[src/rtl/scope_pkg.sv]
package scope_pkg;
  typedef enum logic [1:0] {
    SEL_CODE_LO  = 2'd0,
    SEL_CODE_HI  = 2'd1,
    SEL_STACK_LO = 2'd2,
    SEL_STACK_HI = 2'd3
  } cfg_sel_e;

  typedef struct packed {
    logic glob;
    logic byref;
  } pol_flags_t;
endpackage

[src/rtl/scope_policy_table.sv]
module scope_policy_table
  import scope_pkg::*;
#(
  parameter int FN  = 8,
  parameter int OW  = 8,
  parameter int FIW = (FN > 1) ? $clog2(FN) : 1
) (
  input  logic             clk_i,
  input  logic             rst_ni,
  input  logic             we_i,
  input  logic [FIW-1:0]   widx_i,
  input  pol_flags_t       wflags_i,
  input  logic [OW-1:0]    wofs_i,
  input  logic [FIW-1:0]   ridx_i,
  output pol_flags_t       rflags_o,
  output logic [OW-1:0]    rofs_o
);
  pol_flags_t          flags_q [FN];
  logic [OW-1:0]       ofs_q   [FN];

  for (genvar g = 0; g < FN; g++) begin : g_entry
    always_ff @(posedge clk_i or negedge rst_ni) begin
      if (!rst_ni) begin
        flags_q[g] <= '0;
        ofs_q[g]   <= '0;
      end else if (we_i && (32'(widx_i) == g)) begin
        flags_q[g] <= wflags_i;
        ofs_q[g]   <= wofs_i;
      end
    end
  end

  always_comb begin
    rflags_o = '0;
    rofs_o   = '0;
    for (int i = 0; i < FN; i++) begin
      if (32'(ridx_i) == i) begin
        rflags_o = flags_q[i];
        rofs_o   = ofs_q[i];
      end
    end
  end
endmodule

[config.mk]
export PLATFORM = sky130hd
export DESIGN_NAME = scope_policy_table
export DESIGN_NICKNAME = d
export VERILOG_FILES = /design/src/rtl/scope_pkg.sv /design/src/rtl/scope_policy_table.sv
export SDC_FILE = /design/constraint.sdc
export NUM_CORES = 1
export LEC_CHECK = 0
export BUFFER_PORTS_ARGS = -buffer_cell sky130_fd_sc_hd__buf_2
export CORE_MARGIN = 8
export CORE_UTILIZATION = 40
export CTS_BUF_LIST = sky130_fd_sc_hd__clkbuf_4 sky130_fd_sc_hd__clkbuf_8
export CTS_CLUSTER_SIZE = 14
export DETAILED_ROUTE_END_ITERATION = 8
export GPL_ROUTABILITY_DRIVEN = 0
export GPL_TIMING_DRIVEN = 0
export PLACE_DENSITY = 0.61
export SLEW_MARGIN = 20
export SYNTH_ARGS = -nofsm -noshare
export SYNTH_HDL_FRONTEND = slang
export SYNTH_SLANG_ARGS = --single-unit
[constraint.sdc]
create_clock -name clk_i -period 1.4 [get_ports clk_i]
set_input_delay 0.14 -clock clk_i [delete_from_list [all_inputs] [get_ports clk_i]]
set_output_delay 0.14 -clock clk_i [all_outputs]
set_load 0.005 [all_outputs]
==> impl_metrics.tcl, run 1 <==
set metrics [dict create \
    setup_viol 10 \
    path_clk_slew_ns 0.08 \
    r2r-end "ofs_q[47]" \
    leakage_nw 1.91 \
    outcome "complete, but fails checks" \
    critPathLaunchType "register" \
    start_util_pct 41.4 \
    dpl.hpwl_um 5850 \
    drv_cap 0 \
    grtUsageTotal_pct 15.3 \
    fp.dieH_um 114 \
    instances_no_fill 464 \
    firstDrtPassIters 4 \
    startpoint "flags_q[0]" \
    io_pins 29 \
    synthTopCellsByArea "dfrtp_1, mux2_2, a21o_1" \
    ir_drop_v 0.000524 \
    vias_per_cell 5.38 \
    overflow 0 \
    postRouteAntennaNets 0 \
    synth_edf_count 0 \
    cp-end-kind "output pin" \
    drt_iter0_markers 80 \
    grt_pass1_wl_um 15100 \
    place_inst 446 \
    dieArea_um2 13000 \
    synth_seq_cells 80 \
    min_period_ns 1.73 \
    tritoncts "done" \
    worst_pin_slew_ns 0.701 \
    cts_buffer_depth 2 \
    finalClockSkew_ns 0 \
    synthArstFlopShare_pct 100 \
    cp_data_arrival_time_ns 1.59 \
    cts_sinks 80 \
    cp.required_ns 1.26 \
    holdPathStages 2 \
    yosysWarnings 0 \
    hold_path.class "in2reg" \
    avgSynthCellArea_um2 13.2 \
    synthToLayoutAreaGrowth_pct 14.7 \
    drive_above_1_share_pct 47.2 \
    syn_area_um2 3850 \
    seq_area_frac_synth_pct 52.0 \
    n_antenna_cell 0 \
    ff2ff_path_depth 2 \
    routed_wl_um 9230 \
    synth_cell_types 28 \
    reg2reg_slack_ns 0.52 \
    antenna_found_initial 0 \
    wire_per_inst_um 19.9 \
    h-tree-depth 3 \
    clock-root-buffer "clkbuf_8" \
    max_freq_ghz 0.578 \
    critPathMaxFanout 2 \
    postSynthCellCount 291 \
    cts_inserted_buffers 9 \
    num_rows 35 \
    final_hold_viol_count 0 \
    violations "setup timing" \
    hp-start "wofs_i[7]" \
    synth_nets 310 \
    min_to "ofs_q[55]" \
    synth_top_area_share_pct 52.0 \
    nets 351 \
    grt_max_degree 43 \
    relSlewSlack_pct 53.1 \
    yosys.area.top_type "dfrtp_1" \
    io_buffers 25 \
    place_ws_ns -0.591 \
    core_region_area_um2 9280 \
    r2r_start "ofs_q[47]" \
    fin_crit_sh_pct 124 \
    layout_setup_ws_ns -0.331 \
    die_w_um 114 \
    power-per-cell-area_nw_per_um2 1320 \
    rsz0062_at_grt "true" \
    tns_ns -2.11 \
    clk_latency_ns 0.35 \
    grt_pass1_vias 2622 \
    crit_type "reg2out" \
    slew_violations 0 \
    vias 2497 \
    post-route-util_pct 47.5 \
    synthFlopType "dfrtp_1" \
    post-route-drc-count 0 \
]
## layout make-up
type                       count  area (um^2)
tap                          129          161
buffer                        19          113
timing repair buffer          30          186
fill                         882         4870
sequential                    80         2000
multi-input combinational    192         1780
clock buffer                  13          160
clock inverter                 1         5.00
## where the power goes
part | leakage, nW | total (W) | internal, W | switching, W
clock | 0.0896 | 0.00153 | 0.000732 | 0.000794
combinational | 0.863 | 0.00122 | 0.000726 | 0.000496
sequential | 0.960 | 0.00307 | 0.00282 | 0.000257
total | 1.91 | 0.00582 | 0.00428 | 0.00155
## worst max path at each step
stage	to	cells after the start
after global placement	rofs_o[7]	6
after global routing	rflags_o[0]	3
after CTS	rflags_o[0]	3
after floorplan	rflags_o[0]	3
final	rflags_o[0]	3
after detailed placement	rflags_o[1]	6
## worst max-delay path: stages (launching register included)
cell and delay [ns]:
dfrtp_1 0.38, mux4_2 0.47, mux2_4 0.28, buf_6 0.11
## cells in the final DEF (no fill, tap or decap), drive strengths merged
cell type    netlist  layout
a31oi              7       7
a211oi             9       9
a22oi              7       7
mux2i              9       9
nand2b             2       2
nand4              1       1
a21oi              2       2
mux4               2       2
and2b              3       3
dlygate4sd3        0       1
nand2             13      13
clkinv             0       1
or2                7       7
nor3               2       2
o311a              2       2
mux2              81      81
and2               1       1
o21ai              2       2
buf               16      44
nand4b             3       3
a21o              16      16
nor2b             11      11
nor3b              2       2
a32oi              2       2
a221oi             7       7
dfrtp             80      80
nor2               1       1
clkbuf             3      17
## flip-flops by register name (all words and copies together), names as in the netlist
register,count
ofs_q,64
flags_q,16
## what timing repair did
| action | CTS | global route |
|---|---|---|
| pin swaps | 9 | 2 |
| hold buffers | 1 | 0 |
| resized for setup | 11 | 9 |
| buffers inserted | 0 | 3 |
| endpoints found under the hold margin | 38 | 0 |
| setup endpoints to repair | 10 | 10 |
## stage by stage
stage | total power, W | cell area (um^2) | hold WS, ns
global route | 0.00616 | 4410 | 0.137
floorplan | 0.00389 | 3850 | -0.156
global placement | 0.00422 | 4130 | 0.482
CTS | 0.00582 | 4360 | 0.120
finish | 0.00582 | 4410 | 0.131
detailed placement | 0.00428 | 4160 | 0.154
## per-layer routing
layer	vias up	global-route usage [%]	part of all wire, %
li1	1154	-	-
met1	1294	22.5	52
met2	38	21.9	44
met3	11	2.53	3.1
met4	0	5.59	1.4
met5	-	0	0
## cells in the mapped netlist (all sizes together) (3+ instances only)
| cell | number |
|---|---|
| nor2b | 11 |
| a21o | 16 |
| and2b | 3 |
| a211oi | 9 |
| a22oi | 7 |
| or2 | 7 |
| clkbuf | 3 |
| a221oi | 7 |
| mux2i | 9 |
| dfrtp | 80 |
| nand2 | 13 |
| buf | 16 |
| nand4b | 3 |
| mux2 | 81 |
| a31oi | 7 |
## cell families after synthesis
| logic type | count (synthesis) | share of synthesized area, % |
|---|---|---|
| muxes | 92 | 27.2 |
| DFF | 80 | 52.0 |
| AOI/OAI and AO/OA | 54 | 10.5 |
| and+or+nand+nor | 46 | 7.68 |
| buffers and inverters | 19 | 2.57 |
No activity file was read; power rests on OpenSTA's default activity.
==> run 2: changes to the inputs <==
- SLEW_MARGIN: 20 -> 40
- clock period: 1.4 -> 1.7 ns (I/O delays scaled with it)
==> run 2 against run 1 <==
Compared with the run above:
- the run still ends with setup timing left
- worst setup slack improved by 0.28 ns
- via count rose by 1.5%
- critical path depth did not move
- first-iteration DRC count rose by 16%
- sequential power fell by 18%
- critical endpoint unchanged
- largest cell class unchanged
==> impl_metrics.tcl, run 2 (synthesis gave the netlist of run 1 again) <==
set metrics [dict create \
    layout_common_cells "mux2_2, dfrtp_1, buf_2" \
    drive_above_1_share_pct 46.1 \
    clock-root-buffer "clkbuf_8" \
    relSlewSlack_pct 50.9 \
    power_switching_w 0.00127 \
    setup_viol 1 \
    finalClockSkew_ns 0 \
    h-tree-depth 3 \
    num_rows 35 \
    dieArea_um2 13000 \
    pwr-share-comb_pct 21.0 \
    startpoint "flags_q[0]" \
    tritoncts "done" \
    postRouteAntennaNets 0 \
    post-route-util_pct 47.4 \
    holdPathStages 2 \
    top_regs "ofs_q x64, flags_q x16" \
    grtUsageTotal_pct 15.3 \
    wire_per_inst_um 20.0 \
    power_w 0.00479 \
    crit_chain "mux4_2, mux2_4, buf_6" \
    fp.dieH_um 114 \
    critPathLaunchType "register" \
    drt_iter0_markers 93 \
    hold_path.class "in2reg" \
    io_buffers 25 \
    synthToLayoutAreaGrowth_pct 14.3 \
    r2r_start "ofs_q[47]" \
    n_antenna_cell 0 \
    cp.required_ns 1.53 \
    cp_data_arrival_time_ns 1.58 \
    ir_drop_v 0.000424 \
    grt_pass1_wl_um 15100 \
    leakage_nw 1.91 \
    power-per-cell-area_nw_per_um2 1090 \
    vias 2534 \
    overflow 0 \
    hp-start "wofs_i[3]" \
    layout_setup_ws_ns -0.0500 \
    firstDrtPassIters 4 \
    critPathMaxFanout 2 \
    worst_pin_slew_ns 0.734 \
    p_seq_share_pct 52.9 \
    crit_type "reg2out" \
    cpPeakStageDelay_ns 0.47 \
    antenna_found_initial 0 \
    largest_register "ofs_q" \
    cts_buffer_depth 2 \
    grt_pass1_vias 2619 \
    cts_inserted_buffers 9 \
    post-route-drc-count 0 \
    path_delay_family "multiplexers" \
    clk_latency_ns 0.34 \
    cp.buffers_inverters 1 \
    violations "setup timing" \
    cp_slowest_cell "mux4_2" \
    hold_ws_ns 0.163 \
    outcome "complete, but fails checks" \
    clockPowerShare_pct 26.1 \
    fin_crit_sh_pct 103 \
    grt_max_degree 43 \
    slew_violations 0 \
    max_freq_ghz 0.571 \
    routed_wl_um 9290 \
    cp-end-kind "output pin" \
    largest_register_ffs 64 \
    path_clk_slew_ns 0.08 \
    sw_frac_of_total_pct 26.5 \
    dpl.hpwl_um 5850 \
    start_util_pct 41.4 \
    p_int_w 0.00352 \
    io_pins 29 \
    min_period_ns 1.75 \
    cp.depth 3 \
    ff2ff_path_depth 2 \
    vias_per_cell 5.45 \
    die_w_um 114 \
    nets 352 \
    reg2reg_slack_ns 0.82 \
    cts_sinks 80 \
    drv_cap 0 \
    final_hold_viol_count 0 \
    rsz0062_at_grt "true" \
    core_region_area_um2 9280 \
]
-- run 2: per-stage QoR --
stage                     TNS, ns  setup WS [ns]  instances  area [um^2]
after global placement     -16.88         -0.365        445         4130
after detailed placement    -2.94         -0.351        446         4160
after floorplan                 0          0.426        291         3850
after global routing       -0.360        -0.0939        465         4400
after CTS                 -0.0782        -0.0782        461         4350
final                     -0.0500        -0.0500        465         4400
-- run 2: worst reg2reg max path, stage by stage (launching register included) --
cell and delay (ns):
dfrtp_1 0.39, buf_4 0.14, mux2_2 0.25
-- run 2: timing repair --
item                                    4_1_cts  5_1_grt
pin swaps                                     0        8
hold endpoints to repair                     38        0
endpoints found under the setup margin       10       10
hold buffers                                  1        0
setup buffers                                 0        4
resized for setup                             7        4
-- run 2: worst paths after layout --
kind                                     to
worst max-delay path            rflags_o[0]
worst min-delay path              ofs_q[11]
worst max register to register    ofs_q[47]
worst min register to register     ofs_q[9]
max in group asynchronous        flags_q[6]
min in group asynchronous         ofs_q[61]
-- run 2: power groups by stage --
stage / combinational (W) / clock, W / sequential [W]
detailed placement: 0.000957 / 0 / 0.00257
CTS: 0.000979 / 0.00128 / 0.00253
finish: 0.00100 / 0.00125 / 0.00253
floorplan: 0.000699 / 0 / 0.00250
global route: 0.00110 / 0.00137 / 0.00259
global placement: 0.000924 / 0 / 0.00255
-- run 2: area by class of cell --
cell class,instances,area (um^2)
clock inverters,1,5.00
repair buffers,31,198
plain buffers,19,105
well taps,129,161
multi-input cells,192,1770
clock buffers,13,160
fillers,885,4890
flip-flops and latches,80,2000
-- run 2: metal layers --
metal | share of wire (%) | track usage, %
met5 | 0 | 0
met4 | 1.8 | 5.59
met3 | 3.2 | 2.53
met2 | 43 | 21.8
met1 | 52 | 22.6
